## src/rtl/clksel_pkg.sv

```systemverilog
package clksel_pkg;

    // Sequencer state: held down or running.
    typedef enum logic [0:0] {
        ST_DOWN = 1'b0,
        ST_RUN  = 1'b1
    } run_state_e;

    // Status word handed from the sequencer to the top.
    typedef struct packed {
        logic run;
        logic pwr_down;
        logic start;
    } seq_status_t;

    // Width of a counter that spans 0..den-1 (minimum one bit).
    function automatic int phase_width(input int den);
        return (den > 1) ? $clog2(den) : 1;
    endfunction

endpackage

```

## src/rtl/clksel_edge_sync.sv

```systemverilog
module clksel_edge_sync #(
    parameter int STAGES = 2
) (
    input  logic clk,
    input  logic rst,
    input  logic async_in,
    output logic rise
);
    logic [STAGES-1:0] chain_q;
    logic              hist_q;

    // Reset to ones: a level already high at release is not an edge.
    always_ff @(posedge clk) begin
        if (rst) begin
            chain_q <= '1;
            hist_q  <= 1'b1;
        end else begin
            chain_q <= {chain_q[STAGES-2:0], async_in};
            hist_q  <= chain_q[STAGES-1];
        end
    end

    assign rise = chain_q[STAGES-1] & ~hist_q;
endmodule

```

## src/rtl/clksel_rate_div.sv

```systemverilog
module clksel_rate_div
    import clksel_pkg::*;
#(
    parameter int DEN  = 3,
    parameter int KEEP = 2
) (
    input  logic clk,
    input  logic rst,
    input  logic run,
    input  logic frac_mode,
    output logic en
);
    localparam int PW = phase_width(DEN);

    logic [PW-1:0] phase_q;

    // Phase only advances in fractional mode; otherwise parked at zero.
    always_ff @(posedge clk) begin
        if (rst || !run || !frac_mode) begin
            phase_q <= '0;
        end else if (phase_q == PW'(DEN - 1)) begin
            phase_q <= '0;
        end else begin
            phase_q <= phase_q + PW'(1);
        end
    end

    assign en = run & (~frac_mode | (phase_q < PW'(KEEP)));
endmodule

```

## src/rtl/clksel_startup_fsm.sv

```systemverilog
module clksel_startup_fsm
    import clksel_pkg::*;
(
    input  logic        clk,
    input  logic        rst,
    input  logic        frame_rise,
    output seq_status_t status
);
    run_state_e state_q;
    logic       start_q;

    always_ff @(posedge clk) begin
        if (rst) begin
            state_q <= ST_DOWN;
            start_q <= 1'b0;
        end else begin
            start_q <= 1'b0;
            if (state_q == ST_DOWN && frame_rise) begin
                state_q <= ST_RUN;
                start_q <= 1'b1;
            end
        end
    end

    always_comb begin
        status.run      = (state_q == ST_RUN);
        status.pwr_down = (state_q != ST_RUN);
        status.start    = start_q;
    end
endmodule

```

## src/rtl/clksel_seq_top.sv

```systemverilog
module clksel_seq_top
    import clksel_pkg::*;
#(
    parameter int DEN         = 3,
    parameter int KEEP        = 2,
    parameter int SYNC_STAGES = 2
) (
    input  logic clk,
    input  logic rst,
    input  logic sel_384,
    input  logic frame_clk,
    output logic clk_en,
    output logic pwr_down,
    output logic start_pulse
);
    logic        frame_rise;
    seq_status_t status;

    clksel_edge_sync #(.STAGES(SYNC_STAGES)) u_sync (
        .clk      (clk),
        .rst      (rst),
        .async_in (frame_clk),
        .rise     (frame_rise)
    );

    clksel_startup_fsm u_fsm (
        .clk        (clk),
        .rst        (rst),
        .frame_rise (frame_rise),
        .status     (status)
    );

    clksel_rate_div #(.DEN(DEN), .KEEP(KEEP)) u_div (
        .clk       (clk),
        .rst       (rst),
        .run       (status.run),
        .frac_mode (sel_384),
        .en        (clk_en)
    );

    assign pwr_down    = status.pwr_down;
    assign start_pulse = status.start;
endmodule

```

## config.mk

```make
export PLATFORM = sky130hd
export DESIGN_NAME = clksel_seq_top
export DESIGN_NICKNAME = d
export VERILOG_FILES = /design/src/rtl/clksel_pkg.sv /design/src/rtl/clksel_edge_sync.sv /design/src/rtl/clksel_rate_div.sv /design/src/rtl/clksel_startup_fsm.sv /design/src/rtl/clksel_seq_top.sv
export SDC_FILE = /design/constraint.sdc
export NUM_CORES = 1
export LEC_CHECK = 0
export BUFFER_PORTS_ARGS = -buffer_cell sky130_fd_sc_hd__buf_2
export CAP_MARGIN = 20
export CORE_AREA = 4 4 41 43
export DETAILED_ROUTE_END_ITERATION = 10
export DIE_AREA = 0 0 45 47
export HOLD_SLACK_MARGIN = 0.12
export PLACE_DENSITY_LB_ADDON = 0.1
export SLEW_MARGIN = 20
export SYNTH_ARGS = -nofsm -noshare
export SYNTH_HDL_FRONTEND = slang
export SYNTH_SLANG_ARGS = --single-unit
```

## constraint.sdc

```tcl
create_clock -name clk -period 1.02 [get_ports clk]
set_input_delay 0.204 -clock clk [delete_from_list [all_inputs] [get_ports clk]]
set_output_delay 0.204 -clock clk [all_outputs]
set_load 0.005 [all_outputs]
```

==> metrics.yaml, run 1 <==
setup_path:
  arrival_ns: 0.82
  required_ns: 0.82
  r2r_start: "u_div.phase_q[0]$_SDFF_PP0_"
  path_class: "flip-flop to output port"
  endpoint_kind: "output port"
  crit_start: "u_fsm.state_q$_SDFFE_PP0P_"
  endpoint: "clk_en"
  path_max_fanout: 3
  r2r_setup_slack_ns: 0.13
  startpoint_type: "flip-flop"
  reg2reg_depth: 4
  reg2reg_to: "u_div.phase_q[0]$_SDFF_PP0_"
sta:
  fmax_ghz: 0.981
  layout_setup_ws_ns: 0.000913
  setup_violations: 0
  skew_ns: 0.00402
  slew_headroom: 0.911
  tightestPinTransition_ns: 0.132
  min_period_ns: 1.02
  fin_crit_sh: 0.999
  hold_viol_final: 0
  rsz0062_at_grt: "true"
  report.final.slew_viol_count: 0
logic_synthesis:
  ys_seq_elements: 7
  synth-seq-area-share: 0.640
  syn_nets: 25
  avgSynthCellArea_um2: 10.9
  syn_inst: 20
  yosysWarningCount: 0
  syn_area_um2: 219
  synth.distinct_cells: 10
layout:
  register_area_um2: 141
  multi_input_area_um2: 75.1
  layout_common_cells: "6 x buf_2, 6 x dfxtp_1, 3 x clkbuf_4, 3 x buf_4"
  fillers: 148
  antennaDiodeCount: 0
  nets: 39
  stdcell_count: 48
  area_delta_synth_final_pct: 46.9
  drive_above_1_share: 0.485
  stdcell_area_um2: 322
drt:
  vias: 167
  dr.pass1.iters: 2
  ant_nets: 0
  wl_per_cell_um: 8.29
  drc_errors: 0
  totalWireLength_um: 398
  via_per_inst: 3.48
  drtIter0Drc: 3
place:
  pre_cts_ws_ns: 0.138
  place_area_um2: 268
  port_buffers: 6
  place.gp.congestion: 0.603
  placedCellCount: 41
cts:
  cts_root_buffer: "clkbuf_4"
  cts_buffers: 3
  path_clk_slew_ns: 0.05
  holdBufCountCts: 0
  clock_latency_ns: 0.25
  tritoncts: "built"
  cts_max_level: 1
  clock_path_buffers: 2
  clock_sinks: 7
die:
  die_y_um: 47
  dieWidth_um: 45
  initial_core_util: 0.168
  ios: 7
  core_mm2: 0.00130
  dieArea_mm2: 0.00212
  placement_rows: 13
global_routing:
  grt_pass1_wl_um: 703
  grt_antenna_before_repair: 0
  globalRouteOverflowTotal: 0
  grt_max_degree: 7
  grt_pass1_vias: 181
  grtUsageTotal: 0.0555
hold_path:
  holdCritPathClass: "input port to flip-flop"
pwr:
  p_leak_nw: 0.136
  vdd_drop_max_mv: 0.787
  p_per_area_mw_per_mm2: 1730
flow_run:
  cap_violations: 0
run_status:
  outcome: "finished, final reports clean"
## cells by family (layout without fill, tap and decap cells)
group / Yosys count / count (layout) / share of synthesized area
DFF: 7 / 7 / 0.640
adders and majority gates: 1 / 1 / 0.0571
and+or+nand+nor: 8 / 8 / 0.223
buffers and inverters: 2 / 15 / 0.0343
AOI/OAI and AO/OA: 2 / 2 / 0.0457
## flip-flops by register name, indices dropped and copies added, names as in the netlist
| register | count |
|---|---|
| u_div.phase_q | 2 |
| u_sync.chain_q | 2 |
| u_fsm.state_q | 1 |
| u_fsm.start_q | 1 |
| u_sync.hist_q | 1 |
## cells in the mapped netlist (all sizes together)
| cell type | number | share of area |
|---|---|---|
| nor2 | 2 | 0.034 |
| nand2b | 1 | 0.029 |
| nand4bb | 1 | 0.051 |
| a21oi | 2 | 0.046 |
| ha | 1 | 0.057 |
| inv | 2 | 0.034 |
| dfxtp | 7 | 0.64 |
| nor3 | 1 | 0.023 |
| or2 | 3 | 0.086 |
## layout make-up
| cell class | count | area share |
|---|---|---|
| well taps | 15 | 0.0584 |
| repair buffers | 9 | 0.163 |
| multi-input cells | 11 | 0.233 |
| clock buffers | 4 | 0.0817 |
| inverters | 2 | 0.0233 |
| flip-flops and latches | 7 | 0.440 |
## routing by layer
metal | wire [um] | share of wire | global-route usage
met5 | 0 | 0 | 0
met4 | 12 | 0.030 | 0.0526
met3 | 55 | 0.14 | 0.0651
met2 | 164 | 0.41 | 0.0763
met1 | 165 | 0.41 | 0.0390
## worst max-delay path, cell delays in order (launching register included)
cell and delay (ns):
dfxtp_2 0.33, inv_2 0.04, a21oi_2 0.08, buf_2 0.12
## metrics by stage
step / TNS, ns / hold slack (ns) / utilization / total power, mW
detailed placement: 0 / 0.389 / 0.206 / 0.310
CTS: -0.0123 / 0.128 / 0.241 / 0.571
floorplan: 0 / 0.273 / - / 0.297
global route: -0.0509 / 0.145 / 0.247 / 0.594
global placement: 0 / 0.383 / 0.206 / 0.310
finish: 0 / 0.142 / 0.247 / 0.556
## worst min-delay path by stage
stage | startpoint | end | slack (ns) | cells past startpoint
2_1_floorplan | rst | u_fsm.state_q$_SDFFE_PP0P_ | 0.27 | 1
3_3_place_gp | frame_clk | u_sync.chain_q[0]$_SDFF_PP1_ | 0.38 | 2
3_5_place_dp | frame_clk | u_sync.chain_q[0]$_SDFF_PP1_ | 0.39 | 2
4_1_cts | frame_clk | u_sync.chain_q[0]$_SDFF_PP1_ | 0.13 | 2
5_1_grt | frame_clk | u_sync.chain_q[0]$_SDFF_PP1_ | 0.14 | 2
6_report | frame_clk | u_sync.chain_q[0]$_SDFF_PP1_ | 0.14 | 2
## report_power, final
| part | switching [mW] | leakage [nW] | total (mW) | internal (mW) |
|---|---|---|---|---|
| Combinational | 0.0114 | 0.0635 | 0.0273 | 0.0159 |
| Sequential | 0.00224 | 0.0576 | 0.284 | 0.281 |
| Clock | 0.0957 | 0.0150 | 0.245 | 0.149 |
## repair_timing
| item | in CTS | in global routing |
|---|---|---|
| hold endpoints to repair | 0 | 0 |
| buffers inserted | 2 | 1 |
| setup endpoints to repair | 2 | 1 |
| resized for setup | 3 | 0 |
(Power assumes the default switching activity.)
==> run 2: changes to the inputs <==
==> constraint.sdc (replaced) <==
create_clock -name clk -period 0.9 [get_ports clk]
set_input_delay 0.18 -clock clk [delete_from_list [all_inputs] [get_ports clk]]
set_output_delay 0.18 -clock clk [all_outputs]
set_load 0.005 [all_outputs]
==> run 2 against run 1 <==
Global-route usage grew 0.084 points. Critical path depth is the same. Via count grew 7.2%. Flip-flop and latch count is the same. Die area is the same. Utilization grew 1.4 points. The flow now finishes with violations (negative setup slack). Sequential share of layout area shrank 2.1 points. Register-to-register slack lost 0.11 ns. Critical endpoint unchanged. Wire length grew 6.0%. Clock skew grew 0.0016 ns.
==> metrics.yaml, run 2 (same netlist as run 1, synthesis figures left out) <==
run_status:
  outcome: "finished with violations"  # was finished, final reports clean
  violations: "negative setup slack"
sta:
  timing.setup.tns_ns: -0.141  # was 0 ns
  report.final.slew_viol_count: 0  # unchanged
  slew_headroom: 0.912  # was 0.911
  hold_viol_final: 0  # unchanged
  min_period_ns: 1.01
  fin_crit_sh: 1.12
  setup_violations: 2  # was 0
  rsz0062_at_grt: "true"  # unchanged
  layout_setup_ws_ns: -0.110  # was 0.000913 ns
  tightestPinTransition_ns: 0.131  # was 0.132 ns
  fmax_ghz: 0.990
  skew_ns: 0.00567  # was 0.00402 ns
layout:
  nets: 41  # was 39
  reg.largest.list: "u_div.phase_q (2), u_sync.chain_q (2)"  # unchanged
  stdcell_area_um2: 340  # was 322 um^2
  layout_commonest_cell: "buf_2"
  postLayoutCoreUtil: 0.262  # was 0.247
  antennaDiodeCount: 0  # unchanged
  area_delta_synth_final_pct: 55.4  # was 46.9%
  drive_above_1_share: 0.514  # was 0.485
  layout_common_cells: "6 x buf_2, 5 x dfxtp_1, 4 x buf_4"  # was 6 x buf_2, 6 x dfxtp_1, 3 x clkbuf_4, 3 x buf_4
die:
  dieWidth_um: 45  # unchanged
  core_mm2: 0.00130  # unchanged
  placement_rows: 13  # unchanged
  dieArea_mm2: 0.00212  # unchanged
  initial_core_util: 0.168  # unchanged
  ios: 7  # unchanged
  die_y_um: 47  # unchanged
pwr:
  p_seq_frac: 0.499  # was 0.511
  p_switching_mw: 0.134  # was 0.109 mW
  vdd_drop_max_mv: 0.689  # was 0.787 mV
  p_clk_frac: 0.445  # was 0.440
  p_leak_nw: 0.146  # was 0.136 nW
  power_frac_comb: 0.056  # was 0.049
  p_per_area_mw_per_mm2: 1890  # was 1730 mW/mm^2
  p_int_mw: 0.511  # was 0.446 mW
  sw_frac_of_total: 0.208  # was 0.197
drt:
  ant_nets: 0  # unchanged
  totalWireLength_um: 422  # was 398 um
  drc_errors: 0  # unchanged
  via_per_inst: 3.58  # was 3.48
  vias: 179  # was 167
  drtIter0Drc: 1  # was 3
  dr.pass1.iters: 3  # was 2
  wl_per_cell_um: 8.44  # was 8.29 um
setup_path:
  path_class: "flip-flop to output port"  # unchanged
  startpoint_type: "flip-flop"  # unchanged
  path_max_fanout: 3  # unchanged
  arrival_ns: 0.83  # was 0.82 ns
  required_ns: 0.72  # was 0.82 ns
  endpoint_kind: "output port"  # unchanged
cts:
  cts_buffers: 3  # unchanged
  clock_path_buffers: 2  # unchanged
  cts_root_buffer: "clkbuf_4"  # unchanged
  path_clk_slew_ns: 0.06  # was 0.05 ns
  tritoncts: "built"  # unchanged
  clock_sinks: 7  # unchanged
  cts_max_level: 1  # unchanged
  clock_latency_ns: 0.25  # about the same
hold_path:
  holdCritPathClass: "input port to flip-flop"  # unchanged
global_routing:
  grt_max_degree: 7  # unchanged
  grt_pass1_wl_um: 745  # was 703 um
  grtUsageTotal: 0.0563  # was 0.0555
  grt_pass1_vias: 183  # was 181
  grt_antenna_before_repair: 0  # unchanged
  globalRouteOverflowTotal: 0  # unchanged
place:
  port_buffers: 6  # unchanged
  place_area_um2: 268  # unchanged
  pre_cts_ws_ns: 0.0113  # was 0.138 ns
  place.gp.congestion: 0.604  # was 0.603
flow_run:
  cap_violations: 0  # unchanged
run 2: cell types whose count changed in the layout (fill, tap and decap cells not counted), sizes merged:
cell and change:
buf +1, dlygate4sd3 +1
run 2: power by group through the flow:
stage / Combinational [mW] / Sequential, mW / Clock (mW)
final: 0.0362 / 0.322 / 0.287
after global placement: 0.0230 / 0.328 / 0
after detailed placement: 0.0236 / 0.328 / 0
after floorplan: 0.00916 / 0.327 / 0
after global routing: 0.0410 / 0.322 / 0.331
after CTS: 0.0325 / 0.321 / 0.295
run 2: worst max-delay path, cell delays in order (launching register included):
cell,delay [ns]
dfxtp_2,0.33
inv_2,0.05
a21oi_2,0.08
buf_2,0.12
run 2: path summary, 6_finish.rpt:
kind,start,endpoint,slack [ns],depth (start not counted)
setup / recovery,u_fsm.state_q$_SDFFE_PP0P_,clk_en,-0.11,3
hold / removal,rst,u_fsm.state_q$_SDFFE_PP0P_,0.14,2
setup reg to reg,u_div.phase_q[0]$_SDFF_PP0_,u_div.phase_q[0]$_SDFF_PP0_,0.02,4
hold reg to reg,u_div.phase_q[0]$_SDFF_PP0_,u_div.phase_q[0]$_SDFF_PP0_,0.40,1
run 2: metal layers:
metal / GRT usage / share of wire
met1: 0.0483 / 0.41
met3: 0.0613 / 0.14
met2: 0.0791 / 0.45
met5: 0 / 0
met4: 0.0351 / 0
run 2: cell type report:
cell class                 count  area, um^2
fill                         153         961
sequential                     7         143
multi-input combinational     11        75.1
timing repair buffer          11        70.1
clock buffer                   4        26.3
tap                           15        18.8
inverter                       2        7.51
run 2: timing repair:
item	CTS	global route
buffers inserted	2	2
hold endpoints to repair	1	0
hold buffers	1	0
setup endpoints to repair	3	4
gates cloned	0	0
resized for setup	4	0
run 2: metrics by stage:
step / power, mW / hold slack [ns] / std cells
after floorplan: 0.336 / 0.249 / 20
after global placement: 0.351 / 0.359 / 41
after detailed placement: 0.351 / 0.361 / 41
after CTS: 0.648 / 0.145 / 48
after global routing: 0.695 / 0.158 / 50
final: 0.645 / 0.145 / 50
==> run 3: changes to the inputs <==
--- a/config.mk
+++ b/config.mk
@@ -7,11 +7,14 @@
 export LEC_CHECK = 0
 export BUFFER_PORTS_ARGS = -buffer_cell sky130_fd_sc_hd__buf_2
 export CAP_MARGIN = 20
-export CORE_AREA = 4 4 41 43
+export CELL_PAD_IN_SITES_DETAIL_PLACEMENT = 1
+export CELL_PAD_IN_SITES_GLOBAL_PLACEMENT = 1
+export CORE_AREA = 2 2 39 41
 export DETAILED_ROUTE_END_ITERATION = 10
-export DIE_AREA = 0 0 45 47
+export DIE_AREA = 0 0 41 43
 export HOLD_SLACK_MARGIN = 0.12
 export PLACE_DENSITY_LB_ADDON = 0.1
+export REMOVE_ABC_BUFFERS = 1
 export SLEW_MARGIN = 20
 export SYNTH_ARGS = -nofsm -noshare
 export SYNTH_HDL_FRONTEND = slang
==> run 3 against run 2 <==
The flow still finishes with violations (negative setup slack). Setup slack improved by 0.012 ns. Clock skew decreased by 0.0055 ns. Critical path depth is the same. Wire length is 1.9% higher. Die area is 17% lower. Register-to-register slack is essentially flat. Via count increased by 4.5%. Flip-flop and latch count stayed put. First-iteration DRC count did not move. Highest routed layer unchanged.
==> metrics.yaml, run 3 (same netlist as run 1, synthesis figures left out) <==
setup_path:
  startpoint_type: "flip-flop"  # unchanged
  required_ns: 0.72  # about the same
  reg2reg_depth: 4  # unchanged
  endpoint_kind: "output port"  # unchanged
  crit_slowest_cell: "dfxtp_2"  # unchanged
  path_max_fanout: 3  # unchanged
  arrival_ns: 0.82  # was 0.83 ns
  r2r_setup_slack_ns: 0.03  # was 0.02 ns
  endpoint: "clk_en"  # unchanged
  crit_start: "u_fsm.state_q$_SDFFE_PP0P_"  # unchanged
  path_cells: "inv_2, a21oi_2, buf_2"  # unchanged
  max_stage_delay_ns: 0.33  # about the same
  path_class: "flip-flop to output port"  # unchanged
  reg2reg_to: "u_div.phase_q[0]$_SDFF_PP0_"  # unchanged
  r2r_start: "u_div.phase_q[0]$_SDFF_PP0_"  # unchanged
place:
  port_buffers: 6  # unchanged
  pre_cts_ws_ns: -0.00754  # was 0.0113 ns
  place.gp.congestion: 0.527  # was 0.604
  placedCellCount: 42  # was 41
  place_area_um2: 269  # was 268 um^2
run_status:
  outcome: "finished with violations"  # unchanged
  violations: "negative setup slack"  # unchanged
cts:
  cts_root_buffer: "clkbuf_4"  # unchanged
  cts_buffers: 3  # unchanged
  path_clk_slew_ns: 0.05  # was 0.06 ns
  clock_latency_ns: 0.24  # was 0.25 ns
  cts_max_level: 1  # unchanged
  clock_path_buffers: 2  # unchanged
  clock_sinks: 7  # unchanged
  tritoncts: "built"  # unchanged
global_routing:
  grt_pass1_vias: 205  # was 183
  globalRouteOverflowTotal: 0  # unchanged
  grt_antenna_before_repair: 0  # unchanged
  grtUsageTotal: 0.0645  # was 0.0563
  grt_max_degree: 7  # unchanged
  grt_pass1_wl_um: 717  # was 745 um
sta:
  slew_headroom: 0.912  # about the same
  skew_ns: 0.000120  # was 0.00567 ns
  fmax_ghz: 1.00  # was 0.990 GHz
  timing.setup.tns_ns: -0.111  # was -0.141 ns
  min_period_ns: 0.999  # was 1.01 ns
  layout_setup_ws_ns: -0.0987  # was -0.110 ns
  rsz0062_at_grt: "true"  # unchanged
  setup_violations: 2  # unchanged
  hold_viol_final: 0  # unchanged
  report.final.slew_viol_count: 0  # unchanged
  tightestPinTransition_ns: 0.131  # about the same
  hold_slack_ns: 0.158  # was 0.145 ns
  fin_crit_sh: 1.11  # was 1.12
drt:
  via_per_inst: 3.67  # was 3.58
  ant_nets: 0  # unchanged
  totalWireLength_um: 430  # was 422 um
  drc_errors: 0  # unchanged
  dr.pass1.iters: 2  # was 3
  vias: 187  # was 179
  wl_per_cell_um: 8.43  # was 8.44 um
  drtIter0Drc: 1  # unchanged
layout:
  layout_commonest_cell: "buf_2"  # unchanged
  nets: 41  # unchanged
  layout_common_cells: "6 x buf_2, 5 x dfxtp_1, 4 x buf_4"  # unchanged
  reg.largest.list: "u_div.phase_q (2), u_sync.chain_q (2)"  # unchanged
  antennaDiodeCount: 0  # unchanged
  area_delta_synth_final_pct: 65.7  # was 55.4%
  drive_above_1_share: 0.629  # was 0.514
  stdcell_count: 51  # was 50
  stdcell_area_um2: 363  # was 340 um^2
  postLayoutCoreUtil: 0.262  # about the same
hold_path:
  hold_start: "rst"  # unchanged
  holdCritPathClass: "input port to flip-flop"  # unchanged
pwr:
  vdd_drop_max_mv: 0.605  # was 0.689 mV
  p_per_area_mw_per_mm2: 1740  # was 1890 mW/mm^2
  fin_total_pwr_mw: 0.632  # was 0.645 mW
  p_leak_nw: 0.147  # was 0.146 nW
die:
  core_mm2: 0.00138  # was 0.00130 mm^2
  dieWidth_um: 41  # was 45 um
  initial_core_util: 0.158  # was 0.168
  ios: 7  # unchanged
  placement_rows: 14  # was 13
  die_y_um: 43  # was 47 um
  dieArea_mm2: 0.00176  # was 0.00212 mm^2
flow_run:
  cap_violations: 0  # unchanged
run 3: cell types whose count changed in the layout (fill, tap and decap cells not counted):
cell	before	now
ha_1	1	0
nor2_1	2	1
nor2_2	0	1
nand4bb_1	1	0
inv_1	1	0
nand4bb_4	0	1
ha_2	0	1
inv_2	1	2
run 3: worst min-delay path by stage:
stage                                         to  slack, ns  cells after the start
finish                u_fsm.state_q$_SDFFE_PP0P_       0.16                      2
global route          u_fsm.state_q$_SDFFE_PP0P_       0.17                      2
CTS                   u_fsm.state_q$_SDFFE_PP0P_       0.15                      2
detailed placement  u_sync.chain_q[0]$_SDFF_PP1_       0.36                      2
global placement    u_sync.chain_q[0]$_SDFF_PP1_       0.36                      2
floorplan             u_fsm.state_q$_SDFFE_PP0P_       0.25                      1
run 3: timing repair:
action                                  CTS  global route
endpoints found under the setup margin    4             4
gates resized for setup                   6             2
pin swaps                                 2             2
endpoints found under the hold margin     1             0
hold buffers                              1             0
buffers inserted                          2             2
run 3: final cells by class:
class,count,area (um^2)
fill,163,1020
sequential,7,143
multi-input combinational,11,96.3
timing repair buffer,11,70.1
clock buffer,4,26.3
tap,16,20.0
inverter,2,7.51
run 3: where the power goes:
group | switching, mW | total (mW) | internal, mW
clock | 0.102 | 0.271 | 0.168
combinational | 0.0161 | 0.0395 | 0.0235
sequential | 0.00288 | 0.322 | 0.319
run 3: worst max-delay path: cells and delay by family (launching register included):
kind / cells / cell delay [ns]
flip-flops: 1 / 0.33
buffers and inverters: 2 / 0.17
AO/OA/AOI/OAI: 1 / 0.09
run 3: per-layer routing:
layer | up-vias | GRT usage | routed length, um
met5 | - | 0 | 0
met4 | 0 | 0.0600 | 0
met3 | 0 | 0.0314 | 42
met2 | 7 | 0.0969 | 200
met1 | 85 | 0.0584 | 188
li1 | 95 | - | -
